[config.mk]
export PLATFORM = sky130hd
export DESIGN_NAME = irq_ctrl_core
export DESIGN_NICKNAME = d
export VERILOG_FILES = /design/src/rtl/irqc_pkg.sv /design/src/rtl/irqc_sync.sv /design/src/rtl/irqc_resolver.sv /design/src/rtl/irqc_ack_seq.sv /design/src/rtl/irq_ctrl_core.sv
export SDC_FILE = /design/constraint.sdc
export NUM_CORES = 1
export LEC_CHECK = 0
export BUFFER_PORTS_ARGS = -buffer_cell sky130_fd_sc_hd__buf_2
export CAP_MARGIN = 25
export CORE_AREA = 2 2 88 90
export DETAILED_ROUTE_END_ITERATION = 10
export DIE_AREA = 0 0 90 92
export GPL_ROUTABILITY_DRIVEN = 0
export GPL_TIMING_DRIVEN = 0
export PLACE_DENSITY_LB_ADDON = 0.15
export RECOVER_POWER = 100
export SLEW_MARGIN = 0
export SYNTH_ARGS = -nofsm -noshare
export SYNTH_HDL_FRONTEND = slang
export SYNTH_SLANG_ARGS = --single-unit
export TNS_END_PERCENT = 20
[constraint.sdc]
create_clock -name clk -period 4.1 [get_ports clk]
set_input_delay 1.025 -clock clk [delete_from_list [all_inputs] [get_ports clk]]
set_output_delay 1.025 -clock clk [all_outputs]
set_load 0.005 [all_outputs]
[src/rtl/irqc_pkg.sv]
package irqc_pkg;
  localparam int LVL_N = 8;
  localparam int LVL_W = $clog2(LVL_N);

  typedef logic [LVL_N-1:0] lvl_vec_t;
  typedef logic [LVL_W-1:0] lvl_t;

  typedef struct packed {
    logic hit;
    lvl_t lvl;
  } pick_t;

  // rotating scan over requests; an in-service level halts the walk
  function automatic pick_t scan_requests(lvl_vec_t req, lvl_vec_t msk,
                                          lvl_vec_t insvc, lvl_t base);
    pick_t r;
    logic  stop;
    lvl_t  j;
    r    = '0;
    stop = 1'b0;
    for (int i = 0; i < LVL_N; i++) begin
      j = base + lvl_t'(i);
      if (!stop) begin
        if (insvc[j]) begin
          stop = 1'b1;
        end else if (req[j] && !msk[j]) begin
          r.hit = 1'b1;
          r.lvl = j;
          stop  = 1'b1;
        end
      end
    end
    return r;
  endfunction

  // first in-service level in scan order from base
  function automatic pick_t scan_insvc(lvl_vec_t insvc, lvl_t base);
    pick_t r;
    lvl_t  j;
    r = '0;
    for (int i = LVL_N - 1; i >= 0; i--) begin
      j = base + lvl_t'(i);
      if (insvc[j]) begin
        r.hit = 1'b1;
        r.lvl = j;
      end
    end
    return r;
  endfunction

  function automatic lvl_t lowest_level(lvl_t base);
    return base - lvl_t'(1);
  endfunction

  function automatic logic [7:0] vector_byte(logic [7-LVL_W:0] vhi, lvl_t lvl);
    return {vhi, lvl};
  endfunction
endpackage

[src/rtl/irqc_sync.sv]
module irqc_sync #(
  parameter int W      = 8,
  parameter int STAGES = 2
) (
  input  logic         clk,
  input  logic         rst_n,
  input  logic [W-1:0] din,
  output logic [W-1:0] dout
);
  logic [W-1:0] stg [STAGES];

  always_ff @(posedge clk) begin
    if (!rst_n) stg[0] <= '0;
    else        stg[0] <= din;
  end

  for (genvar s = 1; s < STAGES; s++) begin : g_stage
    always_ff @(posedge clk) begin
      if (!rst_n) stg[s] <= '0;
      else        stg[s] <= stg[s-1];
    end
  end

  assign dout = stg[STAGES-1];
endmodule

[src/rtl/irqc_resolver.sv]
module irqc_resolver
  import irqc_pkg::*;
(
  input  lvl_vec_t req,
  input  lvl_vec_t msk,
  input  lvl_vec_t insvc,
  input  lvl_t     base,
  output logic     hit,
  output lvl_t     lvl
);
  pick_t p;
  always_comb p = scan_requests(req, msk, insvc, base);
  assign hit = p.hit;
  assign lvl = p.lvl;
endmodule

[src/rtl/irqc_ack_seq.sv]
module irqc_ack_seq
  import irqc_pkg::*;
#(
  parameter logic [7:0] OPC_BYTE = 8'hCD
) (
  input  logic             clk,
  input  logic             rst_n,
  input  logic             inta,
  input  logic             two_pulse,
  input  logic             code_valid,
  input  lvl_t             code_lvl,
  input  lvl_t             base,
  input  logic [7-LVL_W:0] vbase_hi,
  input  logic [7:0]       page,
  output logic             frozen,
  output logic             first_pulse,
  output logic             last_pulse,
  output logic [7:0]       data_out,
  output logic             data_oe
);
  localparam int CNT_W = 2;

  logic [CNT_W-1:0] cnt;
  logic             mode_lat;
  logic             eff_two;
  logic [CNT_W-1:0] last_idx;
  lvl_t             ack_lvl;

  assign eff_two     = (cnt == '0) ? two_pulse : mode_lat;
  assign last_idx    = eff_two ? CNT_W'(1) : CNT_W'(2);
  assign first_pulse = inta && (cnt == '0);
  assign last_pulse  = inta && (cnt == last_idx);

  always_ff @(posedge clk) begin
    if (!rst_n) begin
      cnt      <= '0;
      mode_lat <= 1'b1;
      frozen   <= 1'b0;
      ack_lvl  <= '0;
    end else begin
      if (first_pulse) begin
        frozen   <= 1'b1;
        mode_lat <= two_pulse;
        ack_lvl  <= code_valid ? code_lvl : lowest_level(base);
      end
      if (inta) cnt <= last_pulse ? '0 : cnt + CNT_W'(1);
      if (last_pulse) frozen <= 1'b0;
    end
  end

  always_comb begin
    data_oe  = 1'b0;
    data_out = 8'h00;
    if (inta) begin
      if (eff_two) begin
        if (cnt == CNT_W'(1)) begin
          data_oe  = 1'b1;
          data_out = vector_byte(vbase_hi, ack_lvl);
        end
      end else begin
        data_oe = 1'b1;
        case (cnt)
          CNT_W'(0): data_out = OPC_BYTE;
          CNT_W'(1): data_out = vector_byte(vbase_hi, ack_lvl);
          default:   data_out = page;
        endcase
      end
    end
  end


  ack_cnt_range_chk: assert property (@(posedge clk) disable iff (!rst_n)
    (cnt != '0) |-> (cnt <= (mode_lat ? CNT_W'(1) : CNT_W'(2))));


  freeze_span_chk: assert property (@(posedge clk) disable iff (!rst_n)
    (cnt != '0) |-> frozen);
endmodule

[src/rtl/irq_ctrl_core.sv]
module irq_ctrl_core
  import irqc_pkg::*;
#(
  parameter int         SYNC_STAGES = 2,
  parameter logic [7:0] OPC_BYTE    = 8'hCD,
  parameter logic [7:0] RST_MASK    = 8'hFF
) (
  input  logic       clk,
  input  logic       rst_n,
  input  logic [7:0] irq_in,
  input  logic       wr_en,
  input  logic [1:0] wr_sel,
  input  logic [7:0] wr_data,
  input  logic       inta,
  output logic       intr,
  output logic [7:0] data_out,
  output logic       data_oe
);
  localparam int VHI_W = 8 - LVL_W;

  lvl_vec_t         req_sync;
  lvl_vec_t         imr;
  lvl_vec_t         isr;
  lvl_t             base;
  logic             two_pulse;
  logic [VHI_W-1:0] vbase_hi;
  logic [7:0]       page;
  logic             code_valid;
  lvl_t             code_lvl;

  logic             res_hit;
  lvl_t             res_lvl;
  logic             frozen, first_pulse, last_pulse;

  logic             wr_mask, wr_vec, wr_page, wr_ctl, eoi_req;
  pick_t            eoi_pick;

  assign wr_mask = wr_en && (wr_sel == 2'd0);
  assign wr_vec  = wr_en && (wr_sel == 2'd1);
  assign wr_page = wr_en && (wr_sel == 2'd2);
  assign wr_ctl  = wr_en && (wr_sel == 2'd3) && !wr_data[7];
  assign eoi_req = wr_en && (wr_sel == 2'd3) &&  wr_data[7];

  irqc_sync #(.W(LVL_N), .STAGES(SYNC_STAGES)) i_sync (
    .clk(clk), .rst_n(rst_n), .din(irq_in), .dout(req_sync)
  );

  irqc_resolver i_res (
    .req(req_sync), .msk(imr), .insvc(isr), .base(base),
    .hit(res_hit), .lvl(res_lvl)
  );

  irqc_ack_seq #(.OPC_BYTE(OPC_BYTE)) i_ack (
    .clk(clk), .rst_n(rst_n), .inta(inta), .two_pulse(two_pulse),
    .code_valid(code_valid), .code_lvl(code_lvl), .base(base),
    .vbase_hi(vbase_hi), .page(page), .frozen(frozen),
    .first_pulse(first_pulse), .last_pulse(last_pulse),
    .data_out(data_out), .data_oe(data_oe)
  );

  always_comb eoi_pick = scan_insvc(isr, base);

  always_ff @(posedge clk) begin
    if (!rst_n) begin
      imr       <= RST_MASK;
      base      <= '0;
      two_pulse <= 1'b1;
      vbase_hi  <= '0;
      page      <= '0;
    end else begin
      if (wr_mask) imr      <= wr_data;
      if (wr_vec)  vbase_hi <= wr_data[7:LVL_W];
      if (wr_page) page     <= wr_data;
      if (wr_ctl) begin
        base      <= wr_data[LVL_W-1:0];
        two_pulse <= wr_data[3];
      end
    end
  end

  always_ff @(posedge clk) begin
    if (!rst_n) begin
      isr <= '0;
    end else begin
      lvl_vec_t nxt;
      nxt = isr;
      if (eoi_req && eoi_pick.hit) nxt[eoi_pick.lvl] = 1'b0;
      if (first_pulse && code_valid) nxt[code_lvl] = 1'b1;
      isr <= nxt;
    end
  end

  always_ff @(posedge clk) begin
    if (!rst_n) begin
      code_valid <= 1'b0;
      code_lvl   <= '0;
    end else if (last_pulse) begin
      code_valid <= 1'b0;
    end else if (!frozen && !first_pulse) begin
      code_valid <= res_hit;
      code_lvl   <= res_lvl;
    end
  end

  assign intr = code_valid && !frozen;


  frozen_hold_chk: assert property (@(posedge clk) disable iff (!rst_n)
    (frozen && !last_pulse) |=> (code_lvl == $past(code_lvl)) && !intr);


  isr_set_on_ack_chk: assert property (@(posedge clk) disable iff (!rst_n)
    !first_pulse |=> ((isr & ~$past(isr)) == '0));


  spurious_no_isr_chk: assert property (@(posedge clk) disable iff (!rst_n)
    (first_pulse && !code_valid && !eoi_req) |=> (isr == $past(isr)));


  eoi_clears_one_chk: assert property (@(posedge clk) disable iff (!rst_n)
    (eoi_req && (isr != '0) && !first_pulse) |=>
      ($countones(isr) + 1 == $countones($past(isr))));
endmodule

==> results.sh <==
export IMPL_status="complete, no violations"
export IMPL_grt_usage=0.286
export IMPL_synth_area_leaders="dfxtp_1, mux4_2, mux2i_1"
export IMPL_routed_wl_um=11700
export IMPL_seqPwrFrac=0.465
export IMPL_power_per_cell_area_nw_per_um2=286
export IMPL_drive_gt1_frac=0.187
export IMPL_via_count=3967
export IMPL_yosysTopAreaCell="dfxtp_1"
export IMPL_grt_pass1_wl_um=19100
export IMPL_clock_power_share=0.377
export IMPL_viasPerCell=6.38
export IMPL_async_flop_share=0
export IMPL_startpoint_type="flop"
export IMPL_maxCapViolations=0
export IMPL_ys_types=72
export IMPL_synth_edf_count=0
export IMPL_yosys_top_cells_count="dfxtp_1, nand2_1, mux2i_1"
export IMPL_leakage_nw=1.90
export IMPL_pin_count=32
export IMPL_worst_setup_path_type="flop to flop"
export IMPL_synth_seq_cells=60
export IMPL_synth_area_sq_um=4290
export IMPL_worstPathArrival_ns=4.20
export IMPL_firstDrtPassIters=5
export IMPL_area_growth_pct=10.8
export IMPL_core_sq_um=7450
export IMPL_antenna_found_initial=0
export IMPL_nFillCells=660
export IMPL_drv_slew=0
export IMPL_max_slew_worst_pin_slew_ns=0.935
export IMPL_slew_limit_headroom=0.372
export IMPL_holdWs_ns=0.435
export IMPL_io_buffers=31
export IMPL_clock_latency_ns=0.33
export IMPL_cp_max_fo=10
export IMPL_power_internal_uw=988
export IMPL_cts_setup_buffers=0
export IMPL_crit_required_ns=4.31
export IMPL_synth_top_area_frac=0.280
export IMPL_p_comb_frac=0.158
export IMPL_yosys_warnings=0
export IMPL_max_freq_mhz=251
export IMPL_cts_buffers=9
export IMPL_finalHoldViolations=0
export IMPL_cts_tree="done"
export IMPL_period_minus_slack_ns=3.99
export IMPL_die_x_um=90
export IMPL_ant_nets=0
export IMPL_synthFlopType="dfxtp_1"
export IMPL_ir_drop_uv=296
export IMPL_switching_share=0.273
export IMPL_grt_overflow=0
export IMPL_dieArea_sq_um=8280
export IMPL_clockBufferDepth=2
export IMPL_hpwl_um=8800
export IMPL_grt_max_degree=11
export IMPL_clockRootBuffer="clkbuf_8"
export IMPL_fp_row_count=32
export IMPL_cts_sinks=60
export IMPL_grt_setup_unrepaired="false"
export IMPL_fin_total_pwr_mw=1.36
export IMPL_first_global_vias=3816
export IMPL_h_tree_depth=3
export IMPL_drt_initial_drc_count=442
export IMPL_setup_viol=0
export IMPL_die_y_um=92
export IMPL_synth_most_common_cell="dfxtp_1"
export IMPL_end_kind="flop"
export IMPL_antenna_cells=0
export IMPL_initial_core_util=0.576
export IMPL_syn_area_per_cell_sq_um=9.04
export IMPL_path_clk_slew_ns=0.07
export IMPL_seq_area_frac_synth=0.280
export IMPL_synthCells=475
export IMPL_skew_ns=0.0106
export IMPL_syn_nets=501
export IMPL_finalCritPeriodShare=0.974
export IMPL_switchingPower_uw=372
export IMPL_hp_class="flop to flop"
export IMPL_drc=0
export IMPL_fin_util=0.639
export IMPL_tns_ns=0
export IMPL_wire_per_inst_um=18.8
export IMPL_finalNetCount=543
[cell type report]
type / count / area (sq um) / share of cell area
buffer: 31 / 140 / 0.0295
clock buffer: 10 / 138 / 0.0289
inverter: 8 / 33.8 / 0.00710
timing repair buffer: 31 / 148 / 0.0310
clock inverter: 4 / 51.3 / 0.0108
multi-input combinational: 376 / 2920 / 0.613
tap: 102 / 128 / 0.0268
sequential: 60 / 1200 / 0.252
[worst max-delay path, cell delays in order, from the launching register on]
cell	delay, ns
dfxtp_1	0.33
buf_2	0.22
clkinvlp_4	0.25
ha_1	0.34
buf_2	0.27
mux4_2	0.64
mux2_2	0.39
a2111oi_1	0.55
o31ai_1	0.22
or2_1	0.30
o211ai_1	0.22
o21ai_0	0.12
[worst paths after layout]
check	startpoint	to	slack (ns)	cells past startpoint
max	base[1]	isr[1]	0.11	11
min	i_sync.stg[0][5]	i_sync.stg[1][5]	0.44	1
max reg2reg	base[1]	isr[1]	0.11	11
min reg2reg	i_sync.stg[0][5]	i_sync.stg[1][5]	0.44	1
[cells by family after synthesis]
kind of cell             after synthesis  synth area share
flip-flops                            60             0.280
AO/OA/AOI/OAI                         97             0.165
AND/OR/NAND/NOR                      194             0.246
XOR/XNOR                               7            0.0160
adder cells (fa/ha/maj)                4            0.0117
multiplexers                          74             0.241
buffers and inverters                 39            0.0405
[through the flow]
step / area [sq um] / setup WS, ns / cells
final: 4760 / 0.108 / 622
after global routing: 4760 / 0.00945 / 622
after global placement: 4580 / 0.187 / 608
after CTS: 4760 / 0.0387 / 622
after detailed placement: 4580 / 0.0734 / 608
after floorplan: 4290 / 0.744 / 475
[power groups by stage]
stage	registers, mW	clock network (mW)	logic, mW
finish	0.632	0.513	0.214
detailed placement	0.645	0	0.210
global route	0.635	0.542	0.235
floorplan	0.638	0	0.153
global placement	0.644	0	0.206
CTS	0.632	0.515	0.212
[state kept, by name (all words and copies together), names as in the netlist]
register	count
vbase_hi	5
i_ack.mode_lat	1
page	8
base	3
i_sync.stg	16
code_lvl	3
imr	8
isr	8
i_ack.cnt	2
two_pulse	1
i_ack.ack_lvl	3
i_ack.frozen	1
code_valid	1
[timing repair]
| action | 4_1_cts | 5_1_grt |
|---|---|---|
| setup endpoints to repair | 0 | 12 |
| resized for setup | 0 | 4 |
| hold buffers | 0 | 0 |
[per-layer routing]
| metal | part of all wire | global-route usage | wire length (um) | up-vias |
|---|---|---|---|---|
| li1 | - | - | - | 1846 |
| met3 | 0.070 | 0.0633 | 823 | 45 |
| met5 | 0 | 0 | 0 | - |
| met4 | 0.040 | 0.119 | 468 | 0 |
| met1 | 0.42 | 0.352 | 4860 | 1878 |
| met2 | 0.47 | 0.484 | 5530 | 198 |
[cells in the final DEF, fill, tap and decap left out, types with 3 or more instances in the layout]
cell type | Yosys | final
clkbuf_8 | 0 | 10
and2_1 | 24 | 18
mux2_2 | 8 | 8
dfxtp_1 | 60 | 60
a221oi_1 | 8 | 7
o21ai_0 | 17 | 19
a22oi_1 | 6 | 6
nand2b_1 | 11 | 11
a21oi_1 | 17 | 17
a31oi_1 | 3 | 3
buf_2 | 10 | 25
and2_0 | 0 | 6
clkbuf_2 | 0 | 7
ha_1 | 4 | 4
nor2b_1 | 20 | 20
xnor2_1 | 4 | 4
nor3_1 | 6 | 6
mux4_2 | 21 | 21
mux2i_1 | 43 | 43
o211ai_1 | 12 | 12
nand3_1 | 19 | 19
inv_1 | 6 | 6
clkbuf_1 | 18 | 27
a211oi_1 | 4 | 4
nand2_1 | 46 | 46
nand3b_1 | 5 | 5
nor2_1 | 41 | 42
a311o_1 | 3 | 3
(Power assumes the default switching activity.)
